==> src/rtl/rsq_pkg.sv <==
package rsq_pkg;
  typedef enum logic [2:0] {
    ST_IDLE,
    ST_HOLD_PRE,
    ST_WAIT_CLK,
    ST_HOLD_POST,
    ST_SETTLE_SYN,
    ST_SETTLE_LINK
  } rsq_state_e;

  function automatic longint unsigned us_to_cyc(longint unsigned hz, longint unsigned us);
    longint unsigned c;
    c = (hz * us) / 64'd1_000_000;
    return (c == 0) ? 64'd1 : c;
  endfunction
endpackage

==> src/rtl/rsq_timer.sv <==
module rsq_timer #(
  parameter int W = 24
) (
  input  logic         clk_i,
  input  logic         rst_ni,
  input  logic         load_i,
  input  logic [W-1:0] load_val_i,
  output logic         expired_o
);
  logic [W-1:0] cnt_q;

  // loading N keeps expired_o low for N-1 cycles, so the owning state lasts N cycles
  always_ff @(posedge clk_i or negedge rst_ni) begin
    if (!rst_ni)             cnt_q <= '0;
    else if (load_i)         cnt_q <= load_val_i - 1'b1;
    else if (cnt_q != '0)    cnt_q <= cnt_q - 1'b1;
  end

  assign expired_o = (cnt_q == '0);


  timer_no_wrap_chk: assert property (@(posedge clk_i) disable iff (!rst_ni)
    (!load_i && cnt_q == '0) |=> (cnt_q == '0));
endmodule

==> src/rtl/rsq_status_eval.sv <==
module rsq_status_eval #(
  parameter int LOCK_W = 2
) (
  input  logic              synth_expired_i,
  input  logic              serdes_expired_i,
  input  logic [LOCK_W-1:0] lock_lost_i,
  output logic              ok_o
);

  assign ok_o = synth_expired_i && serdes_expired_i && (lock_lost_i == '0);
endmodule

==> src/rtl/dev_reset_seq.sv <==
module dev_reset_seq
  import rsq_pkg::*;
#(
  parameter longint unsigned CLK_HZ       = 156_250_000,
  parameter int              PRE_US       = 1000,
  parameter int              POST_US      = 2000,
  parameter int              SYN_US       = 15000,
  parameter int              LINK_US      = 1000,
  parameter int              MAX_ATTEMPTS = 3,
  parameter int              LOCK_W       = 2,
  parameter int              ATT_W        = $clog2(MAX_ATTEMPTS + 1)
) (
  input  logic              clk_i,
  input  logic              rst_ni,
  input  logic              start_i,
  input  logic              clk_stable_i,
  input  logic              synth_expired_i,
  input  logic              serdes_expired_i,
  input  logic [LOCK_W-1:0] lock_lost_i,
  output logic              dev_rst_no,
  output logic              busy_o,
  output logic              done_o,
  output logic              pass_o,
  output logic [ATT_W-1:0]  attempts_o
);
  localparam longint unsigned PRE_CYC  = us_to_cyc(CLK_HZ, PRE_US);
  localparam longint unsigned POST_CYC = us_to_cyc(CLK_HZ, POST_US);
  localparam longint unsigned SYN_CYC  = us_to_cyc(CLK_HZ, SYN_US);
  localparam longint unsigned LINK_CYC = us_to_cyc(CLK_HZ, LINK_US);
  localparam longint unsigned MAX_CYC  =
    (PRE_CYC > POST_CYC ? PRE_CYC : POST_CYC) > (SYN_CYC > LINK_CYC ? SYN_CYC : LINK_CYC) ?
    (PRE_CYC > POST_CYC ? PRE_CYC : POST_CYC) : (SYN_CYC > LINK_CYC ? SYN_CYC : LINK_CYC);
  localparam int TW = $clog2(MAX_CYC + 1);
  localparam logic [ATT_W-1:0] ATT_LAST = ATT_W'(MAX_ATTEMPTS);

  rsq_state_e state_q, state_d;
  logic             rst_q, rst_d, busy_q, busy_d, done_q, done_d, pass_q, pass_d;
  logic [ATT_W-1:0] att_q, att_d;
  logic             tmr_load, tmr_exp, stat_ok;
  logic [TW-1:0]    tmr_val;

  rsq_timer #(.W(TW)) u_timer (
    .clk_i      (clk_i),
    .rst_ni     (rst_ni),
    .load_i     (tmr_load),
    .load_val_i (tmr_val),
    .expired_o  (tmr_exp)
  );

  rsq_status_eval #(.LOCK_W(LOCK_W)) u_eval (
    .synth_expired_i  (synth_expired_i),
    .serdes_expired_i (serdes_expired_i),
    .lock_lost_i      (lock_lost_i),
    .ok_o             (stat_ok)
  );

  always_comb begin
    state_d  = state_q;
    rst_d    = rst_q;
    busy_d   = busy_q;
    done_d   = 1'b0;
    pass_d   = pass_q;
    att_d    = att_q;
    tmr_load = 1'b0;
    tmr_val  = TW'(PRE_CYC);
    unique case (state_q)
      ST_IDLE: if (start_i) begin            // start only sampled here
        state_d  = ST_HOLD_PRE;
        rst_d    = 1'b0;
        busy_d   = 1'b1;
        pass_d   = 1'b0;
        att_d    = ATT_W'(1);
        tmr_load = 1'b1;
      end
      ST_HOLD_PRE: if (tmr_exp) state_d = ST_WAIT_CLK;
      ST_WAIT_CLK: if (clk_stable_i) begin
        state_d  = ST_HOLD_POST;
        tmr_load = 1'b1;
        tmr_val  = TW'(POST_CYC);
      end
      ST_HOLD_POST: if (tmr_exp) begin
        state_d  = ST_SETTLE_SYN;
        rst_d    = 1'b1;
        tmr_load = 1'b1;
        tmr_val  = TW'(SYN_CYC);
      end
      ST_SETTLE_SYN: if (tmr_exp) begin
        state_d  = ST_SETTLE_LINK;
        tmr_load = 1'b1;
        tmr_val  = TW'(LINK_CYC);
      end
      ST_SETTLE_LINK: if (tmr_exp) begin
        if (stat_ok) begin
          state_d = ST_IDLE;
          busy_d  = 1'b0;
          done_d  = 1'b1;
          pass_d  = 1'b1;
        end else if (att_q == ATT_LAST) begin
          state_d = ST_IDLE;
          rst_d   = 1'b0;
          busy_d  = 1'b0;
          done_d  = 1'b1;
        end else begin
          state_d  = ST_HOLD_PRE;
          rst_d    = 1'b0;
          att_d    = att_q + 1'b1;
          tmr_load = 1'b1;
        end
      end
      default: state_d = ST_IDLE;
    endcase
  end

  always_ff @(posedge clk_i or negedge rst_ni) begin
    if (!rst_ni) begin
      state_q <= ST_IDLE;
      rst_q   <= 1'b0;
      busy_q  <= 1'b0;
      done_q  <= 1'b0;
      pass_q  <= 1'b0;
      att_q   <= '0;
    end else begin
      state_q <= state_d;
      rst_q   <= rst_d;
      busy_q  <= busy_d;
      done_q  <= done_d;
      pass_q  <= pass_d;
      att_q   <= att_d;
    end
  end

  assign dev_rst_no = rst_q;
  assign busy_o     = busy_q;
  assign done_o     = done_q;
  assign pass_o     = pass_q;
  assign attempts_o = att_q;


  done_not_busy_chk: assert property (@(posedge clk_i) disable iff (!rst_ni)
    done_o |-> !busy_o);

  done_pulse_chk: assert property (@(posedge clk_i) disable iff (!rst_ni)
    done_o |=> !done_o);

  release_in_seq_chk: assert property (@(posedge clk_i) disable iff (!rst_ni)
    $rose(dev_rst_no) |-> busy_o);

  attempts_max_chk: assert property (@(posedge clk_i) disable iff (!rst_ni)
    attempts_o <= ATT_LAST);

  attempt_step_low_chk: assert property (@(posedge clk_i) disable iff (!rst_ni)
    (attempts_o != $past(attempts_o)) |-> !dev_rst_no);

  pass_with_done_chk: assert property (@(posedge clk_i) disable iff (!rst_ni)
    $rose(pass_o) |-> done_o);
endmodule

==> config.mk <==
export PLATFORM = sky130hd
export DESIGN_NAME = dev_reset_seq
export DESIGN_NICKNAME = d
export VERILOG_FILES = /design/src/rtl/rsq_pkg.sv /design/src/rtl/rsq_timer.sv /design/src/rtl/rsq_status_eval.sv /design/src/rtl/dev_reset_seq.sv
export SDC_FILE = /design/constraint.sdc
export NUM_CORES = 1
export LEC_CHECK = 0
export BUFFER_PORTS_ARGS = -buffer_cell sky130_fd_sc_hd__buf_4
export CORE_MARGIN = 2
export CORE_UTILIZATION = 45
export DETAILED_ROUTE_END_ITERATION = 7
export PLACE_DENSITY = 0.62
export SLEW_MARGIN = 20
export SYNTH_ARGS = -nofsm -noshare
export SYNTH_HDL_FRONTEND = slang
export SYNTH_SLANG_ARGS = --single-unit
==> constraint.sdc <==
create_clock -name clk_i -period 3 [get_ports clk_i]
set_input_delay 0 -clock clk_i [delete_from_list [all_inputs] [get_ports clk_i]]
set_output_delay 0 -clock clk_i [all_outputs]
set_load 0.02 [all_outputs]
# ---- Word level (Yosys, flattened, before mapping)
# Cells that the tools add are included.
dict set report classes {
  muxes 43
  n_shift 0
  bitwise_logic 0
  order_cmp 0
  reduce_logical 15
  n_div 0
  eq_ne 16
  mul 0
  addsub 3
}
# cell n
set ops {}
lappend ops {{22-bit 2-to-1 mux} 3}
lappend ops {{22-bit case mux with 2 select lines} 1}
lappend ops {{22-bit by 1-bit subtractor with 22-bit output (second input constant)} 2}
lappend ops {{22-bit logical NOT} 1}
lappend ops {{1-bit 2-to-1 mux} 22}
lappend ops {{22-bit nonzero test} 1}
lappend ops {{19-bit 2-to-1 mux} 1}
lappend ops {{3-bit 2-to-1 mux} 6}
lappend ops {{2-bit inequality test (second input constant)} 9}
lappend ops {{3-bit case mux with 6 select lines} 1}
lappend ops {{5-bit AND reduction} 2}
lappend ops {{2-bit 2-to-1 mux} 4}
lappend ops {{4-bit AND reduction} 2}
lappend ops {{3-bit by 2-bit equality test with 1-bit output (second input constant)} 2}
lappend ops {{3-bit equality test (second input constant)} 2}
lappend ops {{6-bit AND reduction} 1}
lappend ops {{1-bit case mux with 2 select lines} 2}
lappend ops {{1-bit case mux with 4 select lines} 1}
lappend ops {{2-bit case mux with 2 select lines} 1}
lappend ops {{2-bit nonzero test} 2}
lappend ops {{3-bit by 1-bit equality test with 1-bit output (second input constant)} 1}
lappend ops {{3-bit logical NOT} 1}
lappend ops {{3-bit inequality test (second input constant)} 1}
lappend ops {{1-bit case mux with 3 select lines} 1}
lappend ops {{6 further kinds} 7}
dict set report word_totals {
  regBits 31
  input_bits 8
  ram_bits 0
  rom_bits 0
  latch_bits 0
  wordCells 84
  output_inout_bits 6
  memories 0
}

# ---- Depth between registers and ports, before layout
# Gate-level depths: netlist of run 1.
dict set report logic_depth {
  depth_word 6
  ltp_mapped 14
  ltp_nobuf 11
}

# ---- Modules after synthesis
# A second synthesis of run 1 with hierarchy kept.
dict set report hier_totals {
  cells_unflattened 237
  area_unflattened_um2 2299.7
}
# module cells_per_inst area_per_inst_um2 seq_area_each_um2 instances
set by_module_without_submodules {}
lappend by_module_without_submodules {rsq_timer 180 1740.4 550.5 1}
lappend by_module_without_submodules {dev_reset_seq 56 546.8 225.2 1}
lappend by_module_without_submodules {rsq_status_eval 1 12.5 0.0 1}

# ---- Worst setup path before layout of run 1
# No wires, ideal clock.
dict set report synth_path {
  kind {register to register}
  from {register state_q[1]}
  to {register u_timer.cnt_q[18]}
  n_path_buf 3
  path_stages_with_launch 15
  setup_slack_ns 0.105
  arrival_ns 2.777
  setup_time_ns 0.117
  period_less_slack_ns 2.895
  t_required_ns 2.883
  path_cell_list {dfrtp_1 > buf_4 > nand2b_1 > buf_2 > nor3_2 > o211ai_4 > and2_1 > clkbuf_1 > nand2_1 > ha_1 > and3_1 > nand4_1 > nor4_1 > a22o_1 > nand2_1}
}
dict set report synth_between {
  elab_chain_cells 4
  elab_cells_between_ends 11
  cone_classes {add/sub (1); eq/ne (4); mux (3); reduce/logical (3)}
}
# item line
set synth_lines {}
lappend synth_lines {{from (decl)} dev_reset_seq.sv:36} ;# rsq_state_e state_q, state_d;
lappend synth_lines {{from (signal assigned)} dev_reset_seq.sv:123} ;# state_q <= state_d;
lappend synth_lines {{3-bit by 2-bit equality test with 1-bit output / 3-bit equality test (equally long branches)} dev_reset_seq.sv:66} ;# unique case (state_q)
lappend synth_lines {{22-bit case mux with 2 select lines / 2-bit OR reduction (equally long branches)} -}
lappend synth_lines {{22-bit by 1-bit subtractor with 22-bit output / 1-bit case mux with 4 select lines (equally long branches)} {rsq_timer.sv:15, dev_reset_seq.sv:66}}
lappend synth_lines {{22-bit 2-to-1 mux / 2-bit nonzero test (equally long branches)} -}
lappend synth_lines {{to (signal assigned)} rsq_timer.sv:15} ;# else if (load_i) cnt_q <= load_val_i - 1'b1;
lappend synth_lines {{to (signal assigned)} rsq_timer.sv:16} ;# else if (cnt_q != '0) cnt_q <= cnt_q - 1'b1;
lappend synth_lines {{to (decl)} rsq_timer.sv:10} ;# logic [W-1:0] cnt_q;
# Parallel ways exist; a longest one is shown, timed or not.
# A chain may end at the register's enable or synchronous reset.

# ---- Worst setup path after layout of run 1
dict set report layout_path {
  from {register u_timer.cnt_q[17]}
  to {register u_timer.cnt_q[20]}
}
dict set report layout_between {
  elab_chain_cells 5
  elab_cells_between_ends 12
  cone_classes {add/sub (2); mux (7); reduce/logical (3)}
}
# item line
set layout_lines {}
lappend layout_lines {{22-bit logical NOT} rsq_timer.sv:19} ;# assign expired_o = (cnt_q == '0);
lappend layout_lines {{22-bit 2-to-1 mux} dev_reset_seq.sv:81} ;# ST_HOLD_POST: if (tmr_exp) begin
lappend layout_lines {{22-bit case mux with 2 select lines} dev_reset_seq.sv:66}
lappend layout_lines {{22-bit by 1-bit subtractor with 22-bit output} rsq_timer.sv:15}
lappend layout_lines {{22-bit 2-to-1 mux} rsq_timer.sv:15}
# Parallel ways exist; a longest one is shown, timed or not. The select of a mux whose other input is x is not followed.

==> impl_metrics.env, run 1 <==
export IMPL_power_density_nw_per_um2=526
export IMPL_start_util_pct=47.0
export IMPL_synth_warnings=0
export IMPL_max_vdd_ir_drop_uv=332
export IMPL_p_sw_share_pct=34.0
export IMPL_synth_edf_count=0
export IMPL_clockRootBuffer="clkbuf_8"
export IMPL_crit_type="reg2reg"
export IMPL_min_from="start_i"
export IMPL_synth_fp_nets=211
export IMPL_async_flop_share_pct=100
export IMPL_hold_path_class="in2reg"
export IMPL_ant_nets=0
export IMPL_p_sw_uw=404
export IMPL_min_period_ns=2.82
export IMPL_syn_to_final_growth_pct=19.3
export IMPL_ys_seq_area_share_pct=41.0
export IMPL_holdWs_ns=0.130
export IMPL_pwr_share_clk_pct=26.3
export IMPL_gp_congestion=0.987
export IMPL_required_ns=3.17
export IMPL_grt_start_max_net_pins=32
export IMPL_cts_tree="built"
export IMPL_fin_cells=278
export IMPL_power_frac_seq_pct=52.3
export IMPL_ctsHtreeMaxLevel=2
export IMPL_grt_pass1_wl_um=7760
export IMPL_postSynthCellCount=201
export IMPL_first_pass_iters=4
export IMPL_critical_path_arrival_ns=3.00
export IMPL_grtUsageTotal_pct=22.8
export IMPL_totalWireLength_um=4860
export IMPL_reg2reg_from="u_timer.cnt_q[17]"
export IMPL_drtIter0Drc=180
export IMPL_path_clk_slew_ns=0.07
export IMPL_core_area_um2=4030
export IMPL_final_common_cell="dfrtp_1"
export IMPL_dp_cells=269
export IMPL_hold_violations=0
export IMPL_cp_max_fo=7
export IMPL_power_mw=1.19
export IMPL_status="finished clean"
export IMPL_fin_nets=237
export IMPL_dpl_hpwl_um=3620
export IMPL_cts_buffer_depth=2
export IMPL_n_antenna_cell=0
export IMPL_clk_latency_ns=0.28
export IMPL_cts_made_buffers=5
export IMPL_ios=14
export IMPL_grt_pass1_vias=1529
export IMPL_fin_skew_ns=0.00842
export IMPL_antenna_found_initial=0
export IMPL_ys_ff_latch=31
export IMPL_drc=0
export IMPL_setup_viol=0
export IMPL_drv_slew=0
export IMPL_die_h_um=68.9
export IMPL_crit_path_end_kind="register"
export IMPL_syn_area_per_cell_um2=9.42
export IMPL_grt_overflow=0
export IMPL_worstSetupStartpointType="register"
export IMPL_netlist_area_um2=1890
export IMPL_place_area_um2=2110
export IMPL_routedWlPerCell_um=17.5
export IMPL_fp_dieW_um=68.9
export IMPL_cp_startpoint="u_timer.cnt_q[17]"
export IMPL_vias=1684
export IMPL_die_area_um2=4740
export IMPL_avgViaCountPerCell=6.06
export IMPL_rows=23
export IMPL_combPwrFrac_pct=21.4
export IMPL_p_leak_nw=0.959
export IMPL_final_cell_mix="30 x dfrtp_1, 27 x buf_4, 24 x nand2_1"
export IMPL_port_buffers=13
export IMPL_final_area_um2=2260
export IMPL_drive_above_1_share_pct=25.0
export IMPL_internal_power_uw=785
export IMPL_synth_distinct_cells=61
export IMPL_period_share_pct=94.1
export IMPL_worst_pin_slew_ns=0.492
export IMPL_cts_sinks=31
export IMPL_fmax_ghz=0.354
export IMPL_slew_headroom_pct=67.0
export IMPL_maxCapViolCount=0
export IMPL_synthFlopType="dfrtp_1"
## power by group through the flow
| stage | Combinational, mW | Clock, mW | Sequential, mW |
|---|---|---|---|
| 6_report | 0.254 | 0.313 | 0.622 |
| 5_1_grt | 0.294 | 0.339 | 0.630 |
| 4_1_cts | 0.241 | 0.321 | 0.596 |
| 3_5_place_dp | 0.238 | 0 | 0.604 |
| 3_3_place_gp | 0.238 | 0 | 0.603 |
| 2_1_floorplan | 0.189 | 0 | 0.578 |
## worst max-delay path, stage by stage (launching register included)
cell      delay [ns]
dfrtp_2         0.46
nor4_4          0.33
and4_4          0.31
o211ai_4        0.08
and2_1          0.24
nand2_1         0.10
ha_1            0.21
and3_1          0.20
nand4_1         0.15
buf_4           0.19
nor4_1          0.23
xnor2_1         0.16
nor2_1          0.05
## sequential cells by signal (all words and copies together) (netlist names)
name	flops
busy_o	1
u_timer.cnt_q	22
pass_o	1
done_o	1
attempts_o	2
dev_rst_no	1
state_q	3
## worst paths after layout
| check | endpoint | slack (ns) | cells past startpoint |
|---|---|---|---|
| worst max-delay path | u_timer.cnt_q[20] | 0.18 | 12 |
| worst max register to register | u_timer.cnt_q[20] | 0.18 | 12 |
| worst min-delay path | attempts_o[1] | 0.13 | 4 |
| max in group asynchronous | u_timer.cnt_q[17] | 2.51 | 2 |
| worst min register to register | pass_o | 0.51 | 1 |
| min in group asynchronous | dev_rst_no | 0.18 | 2 |
## cell families (layout without fill, tap and decap cells)
kind of cell	after synthesis	in the layout	synth area share, %
multiplexers	4	4	2.38
buffers and inverters	12	39	3.04
AND/OR/NAND/NOR	101	101	32.1
AO/OA/AOI/OAI	42	42	16.1
adder cells (fa/ha/maj)	2	2	1.32
flip-flops	31	31	41.0
XOR/XNOR	9	9	4.16
## Yosys cell counts (all sizes together) (2+ instances only)
cell    number  share of area (%)
and3         2               0.66
nor2        23                4.6
and2         3               0.99
a22o         3                1.4
inv          3               0.59
a211o        3                1.4
o21ai       10                2.6
nand4        5                2.0
o211ai       2                1.5
dfrtp       31                 41
a31oi        2               0.66
xnor2        6                2.8
nand2b       4                1.7
a21oi        7                1.8
buf          7                2.0
and4         2               0.99
o22ai        2               0.66
clkbuf       2               0.46
nand3        4                1.6
nor3        11                3.2
or3          3               0.99
mux2i        3                1.8
nor4         9                5.5
nand2       26                5.4
xor2         3                1.4
ha           2                1.3
## final cells by class
type,count,area [um2]
Tap cell,50,62.6
Multi-Input combinational cell,158,1110
Fill cell,367,1770
Clock buffer,7,76.3
Sequential cell,31,777
Timing Repair Buffer,28,213
Clock inverter,1,5.00
Inverter,3,11.3
## through the flow
stage / setup TNS, ns / util (%) / setup slack (ns)
after floorplan: 0 / - / 0.105
after global placement: 0 / 52.5 / 0.151
after detailed placement: 0 / 52.5 / 0.0578
after CTS: 0 / 54.7 / 0.0494
after global routing: -0.0152 / 56.1 / -0.0152
final: 0 / 56.1 / 0.176
## per-layer routing
metal / global-route usage [%] / part of all wire, % / vias up / wire [um]
met5: 0 / 0 / - / 0
met4: 7.84 / 1.2 / 0 / 59
met2: 33.8 / 47 / 54 / 2280
li1: - / - / 802 / -
met1: 33.1 / 47 / 821 / 2280
met3: 4.55 / 5.1 / 7 / 247
## timing repair
item | in CTS | in global routing
hold buffers | 1 | 0
endpoints found under the setup margin | 0 | 4
gates resized for setup | 0 | 10
hold endpoints to repair | 31 | 0
setup buffers | 0 | 0
No activity file was read; power rests on OpenSTA's default activity.
==> run 2: changes to the inputs <==
Clock period 3 ns to 2.25 ns, I/O delays scaled along.
==> run 2 against run 1 <==
The run now ends with negative setup slack left. Routed wire length up 31%. Register-to-register slack worse by 0.40 ns. Non-clock buffer count up 52. Combinational power rose to 2.6 times the previous value. Largest power group unchanged. Fmax up 14%. Core utilization up 15 points. Clock-buffer cell count down 1. Worst hold slack better by 0.012 ns. Sequential power up 20%. Via count up 22%. Critical path type unchanged. Critical path depth down 1. Sequential share of layout area down 7.3 points.
==> impl_metrics.env, run 2 (synthesized netlist as in run 1, its figures left out) <==
export IMPL_status="complete, but fails checks"
export IMPL_violations="negative setup slack"
export IMPL_totalWireLength_um=6360
export IMPL_gp_congestion=1.00
export IMPL_final_common_cell="buf_4"
export IMPL_crit_buf_inv=0
export IMPL_period_share_pct=110
export IMPL_cp_slowest_cell="dfrtp_1"
export IMPL_drive_above_1_share_pct=48.2
export IMPL_dpl_hpwl_um=4490
export IMPL_die_h_um=68.9
export IMPL_cts_made_buffers=5
export IMPL_holdWs_ns=0.142
export IMPL_worstSetupStartpointType="register"
export IMPL_dp_cells=314
export IMPL_final_cell_mix="75 x buf_4, 31 x dfrtp_1, 23 x nor2_1"
export IMPL_grt_start_max_net_pins=32
export IMPL_vias=2050
export IMPL_crit_type="reg2reg"
export IMPL_clk_latency_ns=0.29
export IMPL_rsz0062_at_grt="yes"
export IMPL_hold_violations=0
export IMPL_grt_pass1_vias=2014
export IMPL_avgViaCountPerCell=6.21
export IMPL_routedWlPerCell_um=19.3
export IMPL_first_pass_iters=6
export IMPL_fp_dieW_um=68.9
export IMPL_ctsHtreeMaxLevel=2
export IMPL_crit_path_end_kind="register"
export IMPL_critical_path_arrival_ns=2.65
export IMPL_ios=14
export IMPL_power_mw=1.98
export IMPL_min_period_ns=2.48
export IMPL_cts_sinks=31
export IMPL_cts_tree="built"
export IMPL_syn_to_final_growth_pct=50.9
export IMPL_antenna_found_initial=0
export IMPL_fin_skew_ns=0.0107
export IMPL_grt_pass1_wl_um=9870
export IMPL_regMostFlops="u_timer.cnt_q"
export IMPL_grt_overflow=0
export IMPL_cp_max_fo=4
export IMPL_ant_nets=0
export IMPL_fmax_ghz=0.404
export IMPL_drc=0
export IMPL_n_antenna_cell=0
export IMPL_cts_buffer_depth=2
export IMPL_start_util_pct=47.0
export IMPL_reg_largest_list="u_timer.cnt_q (22), state_q (3), attempts_o (2)"
export IMPL_grtUsageTotal_pct=29.3
export IMPL_clockRootBuffer="clkbuf_8"
export IMPL_critical_path_max_stage_delay_ns=0.41
export IMPL_die_area_um2=4740
export IMPL_setup_viol=6
export IMPL_fin_cells=330
export IMPL_worstPathCellList="nor4_4, and4_4, o211ai_4, and2_4, nand2_4, ha_4, and3_4, nand4_1, nor4_2, a22o_1, nand2_1"
export IMPL_worst_pin_slew_ns=0.423
export IMPL_core_area_um2=4030
export IMPL_drv_slew=0
export IMPL_slew_headroom_pct=71.8
export IMPL_largest_reg_flops=22
export IMPL_max_vdd_ir_drop_uv=575
export IMPL_port_buffers=13
export IMPL_p_leak_nw=1.27
export IMPL_power_density_nw_per_um2=693
export IMPL_required_ns=2.42
export IMPL_hold_path_class="in2reg"
export IMPL_fin_nets=289
export IMPL_fin_ws_ns=-0.226
export IMPL_cp_top_family="simple AND/OR/NAND/NOR gates"
export IMPL_maxCapViolCount=0
export IMPL_rows=23
export IMPL_drtIter0Drc=180
export IMPL_path_clk_slew_ns=0.07
run 2: what timing repair did:
| action | 4_1_cts | 5_1_grt |
|---|---|---|
| setup buffers | 4 | 4 |
| hold buffers | 1 | 0 |
| setup endpoints to repair | 10 | 18 |
| endpoints found under the hold margin | 31 | 0 |
| pin swaps | 16 | 7 |
| resized for setup | 15 | 22 |
run 2: path summary, 6_finish.rpt:
kind | from | end | slack, ns | cells past startpoint
min | start_i | attempts_o[1] | 0.14 | 4
min reg2reg | pass_o | pass_o | 0.51 | 1
max in group asynchronous | rst_ni | u_timer.cnt_q[2] | 1.78 | 2
max | u_timer.cnt_q[17] | u_timer.cnt_q[18] | -0.23 | 11
min in group asynchronous | rst_ni | state_q[1] | 0.17 | 2
max reg2reg | u_timer.cnt_q[17] | u_timer.cnt_q[18] | -0.23 | 11
run 2: per-layer routing:
layer | track usage (%) | vias to the layer above | wire length (um)
met3 | 8.28 | 38 | 433
met1 | 36.4 | 996 | 2590
met2 | 45.7 | 110 | 3050
met5 | 0 | - | 0
met4 | 16.2 | 0 | 286
li1 | - | 906 | -
run 2: power by group:
part	switching, mW	internal, mW
clock network	0.220	0.358
registers	0.0829	0.661
logic	0.326	0.334
run 2: layout make-up:
class                           count  area [um2]
Clock buffer                        6        82.6
Clock inverter                      2        35.0
Fill cell                         289        1170
Inverter                            3        11.3
Multi-Input combinational cell    158        1270
Sequential cell                    31         776
Tap cell                           50        62.6
Timing Repair Buffer               80         622
run 2: metrics by stage:
step / util [%] / setup WS, ns / cell area [um2] / setup TNS, ns
after floorplan: - / -0.441 / 1950 / -1.74
after global placement: 61.9 / -0.208 / 2490 / -0.723
after detailed placement: 61.9 / -0.310 / 2490 / -1.31
after CTS: 67.4 / -0.158 / 2710 / -0.764
after global routing: 71.0 / -0.351 / 2860 / -1.76
final: 71.0 / -0.226 / 2860 / -1.01
run 2: tightest hold or removal path: cells and delay by family:
kind,cells,cell delay (ns)
AOI/OAI and AO/OA,1,0.16
and+or+nand+nor,2,0.13
buffers and inverters,1,0.10
==> run 3: changes to the inputs <==
Settings changed: CORE_UTILIZATION 45 to 54, PLACE_DENSITY 0.62 to 0.73, RECOVER_POWER set to 25.
==> run 3 against run 2 <==
The flow finishes with violations (max-capacitance violations, max-slew violations, negative setup slack). Sequential cell count is the same. Register-to-register slack worse by 0.17 ns. Final cell count down 3.0%. Global-route usage rose by 4.7 points. Sequential power about the same. Total power down 4.0%.
==> impl_metrics.env, run 3 (synthesized netlist as in run 1, its figures left out) <==
export IMPL_cp_max_fo=4
export IMPL_fin_tns_setup_ns=-1.67
export IMPL_fin_nets=283
export IMPL_worstPathCellList="buf_4, mux2_2, nand2_1, nand2_2, o21ai_2, ha_4, and3_4, nand4_1, nor4_2, a22o_1, nand2_1"
export IMPL_fin_cells=320
export IMPL_cts_tree="built"
export IMPL_pwr_share_clk_pct=25.0
export IMPL_regMostFlops="u_timer.cnt_q"
export IMPL_power_density_nw_per_um2=687
export IMPL_max_vdd_ir_drop_uv=686
export IMPL_drv_slew=32
export IMPL_place_area_um2=2460
export IMPL_maxCapViolCount=1
export IMPL_final_area_um2=2770
export IMPL_totalWireLength_um=6880
export IMPL_final_common_cell="buf_4"
export IMPL_dp_cells=306
export IMPL_grt_pass1_wl_um=10200
export IMPL_drc=0
export IMPL_first_pass_iters=7
export IMPL_ctsHtreeMaxLevel=2
export IMPL_dpl_hpwl_um=4480
export IMPL_internal_power_mw=1.26
export IMPL_crit_buf_inv=1
export IMPL_start_util_pct=56.3
export IMPL_grt_start_max_net_pins=32
export IMPL_worst_pin_slew_ns=1.79
export IMPL_fin_skew_ns=0.0162
export IMPL_min_period_ns=2.65
export IMPL_worstSetupStartpointType="register"
export IMPL_routedWlPerCell_um=21.5
export IMPL_antenna_found_initial=0
export IMPL_worst_path_most_repeated_cell="nand2_1"
export IMPL_core_area_um2=3360
export IMPL_vias=2130
export IMPL_drtIter0Drc=209
export IMPL_ant_nets=0
export IMPL_fp_dieW_um=63.2
export IMPL_final_cell_mix="69 x buf_4, 31 x dfrtp_1, 23 x nor2_1"
export IMPL_gp_congestion=0.919
export IMPL_largest_reg_flops=22
export IMPL_avgViaCountPerCell=6.66
export IMPL_p_sw_share_pct=33.9
export IMPL_critical_path_max_stage_delay_ns=0.36
export IMPL_grt_pass1_vias=2090
export IMPL_crit_path_end_kind="register"
export IMPL_grtUsageTotal_pct=34.0
export IMPL_crit_type="reg2reg"
export IMPL_die_area_um2=4000
export IMPL_syn_to_final_growth_pct=46.2
export IMPL_path_clk_slew_ns=0.12
export IMPL_status="complete, but fails checks"
export IMPL_critical_path_arrival_ns=2.89
export IMPL_die_h_um=63.2
export IMPL_cp_slowest_cell="dfrtp_1"
export IMPL_period_share_pct=118
export IMPL_power_frac_seq_pct=39.0
export IMPL_cp_top_family="simple AND/OR/NAND/NOR gates"
export IMPL_slew_headroom_pct=-19.1
export IMPL_rows=21
export IMPL_fmax_ghz=0.378
export IMPL_cts_made_buffers=5
export IMPL_setup_viol=7
export IMPL_clk_latency_ns=0.36
export IMPL_violations="max-capacitance violations, max-slew violations, negative setup slack"
export IMPL_hold_violations=0
export IMPL_ios=14
export IMPL_reg_largest_list="u_timer.cnt_q (22), state_q (3), attempts_o (2)"
export IMPL_cts_buffer_depth=2
export IMPL_fin_ws_ns=-0.395
export IMPL_drive_above_1_share_pct=47.1
export IMPL_n_antenna_cell=0
export IMPL_cts_sinks=31
export IMPL_required_ns=2.49
export IMPL_clockRootBuffer="clkbuf_4"
export IMPL_grt_overflow=0
export IMPL_port_buffers=13
export IMPL_fin_util_pct=82.4
export IMPL_hold_path_class="in2reg"
export IMPL_p_leak_nw=1.25
export IMPL_rsz0062_at_grt="yes"
export IMPL_combPwrFrac_pct=35.9
export IMPL_p_sw_uw=645
run 3: per-layer routing:
metal,vias to the layer above,GRT usage (%),wire (um)
li1,895,-,-
met3,56,9.82,753
met2,166,53.1,3190
met4,0,19.6,368
met5,-,0,0
met1,1013,42.1,2570
run 3: repair_timing:
| item | in CTS | in global routing |
|---|---|---|
| gates resized for setup | 22 | 16 |
| endpoints found under the setup margin | 16 | 13 |
| setup buffers | 3 | 4 |
| endpoints found under the hold margin | 31 | 0 |
| hold buffers | 1 | 0 |
| pin swaps | 19 | 6 |
run 3: final timing paths:
path | startpoint | to | slack, ns | cells past startpoint
min | start_i | attempts_o[1] | 0.11 | 4
min reg2reg | state_q[2] | state_q[1] | 0.51 | 1
min in group asynchronous | rst_ni | attempts_o[0] | 0.64 | 2
max reg2reg | state_q[1] | u_timer.cnt_q[18] | -0.40 | 11
max in group asynchronous | rst_ni | u_timer.cnt_q[1] | 0.57 | 2
max | state_q[1] | u_timer.cnt_q[18] | -0.40 | 11
run 3: worst min-delay path, stage by stage:
cell     delay (ns)
buf_4          0.10
nor2_1         0.04
nand2_1        0.11
a32o_1         0.18
run 3: through the flow:
stage | setup WS (ns) | hold WS, ns | power [mW]
6_report | -0.395 | 0.108 | 1.90
5_1_grt | -0.455 | 0.0956 | 1.98
4_1_cts | -0.207 | 0.0815 | 1.83
3_5_place_dp | -0.398 | -0.0438 | 1.35
3_3_place_gp | -0.228 | -0.0511 | 1.32
2_1_floorplan | -0.441 | -0.296 | 1.04
run 3: final cells by class:
type	count	area (um2)
Clock buffer	6	51.3
Clock inverter	2	35.0
Fill cell	215	593
Inverter	3	11.3
Multi-Input combinational cell	158	1270
Sequential cell	31	776
Tap cell	46	57.6
Timing Repair Buffer	74	569
run 3: power groups by stage:
stage / combinational, mW / clock (mW) / sequential, mW
2_1_floorplan: 0.260 / 0 / 0.777
3_3_place_gp: 0.573 / 0 / 0.743
3_5_place_dp: 0.597 / 0 / 0.750
4_1_cts: 0.620 / 0.475 / 0.738
5_1_grt: 0.730 / 0.497 / 0.753
6_report: 0.684 / 0.476 / 0.743
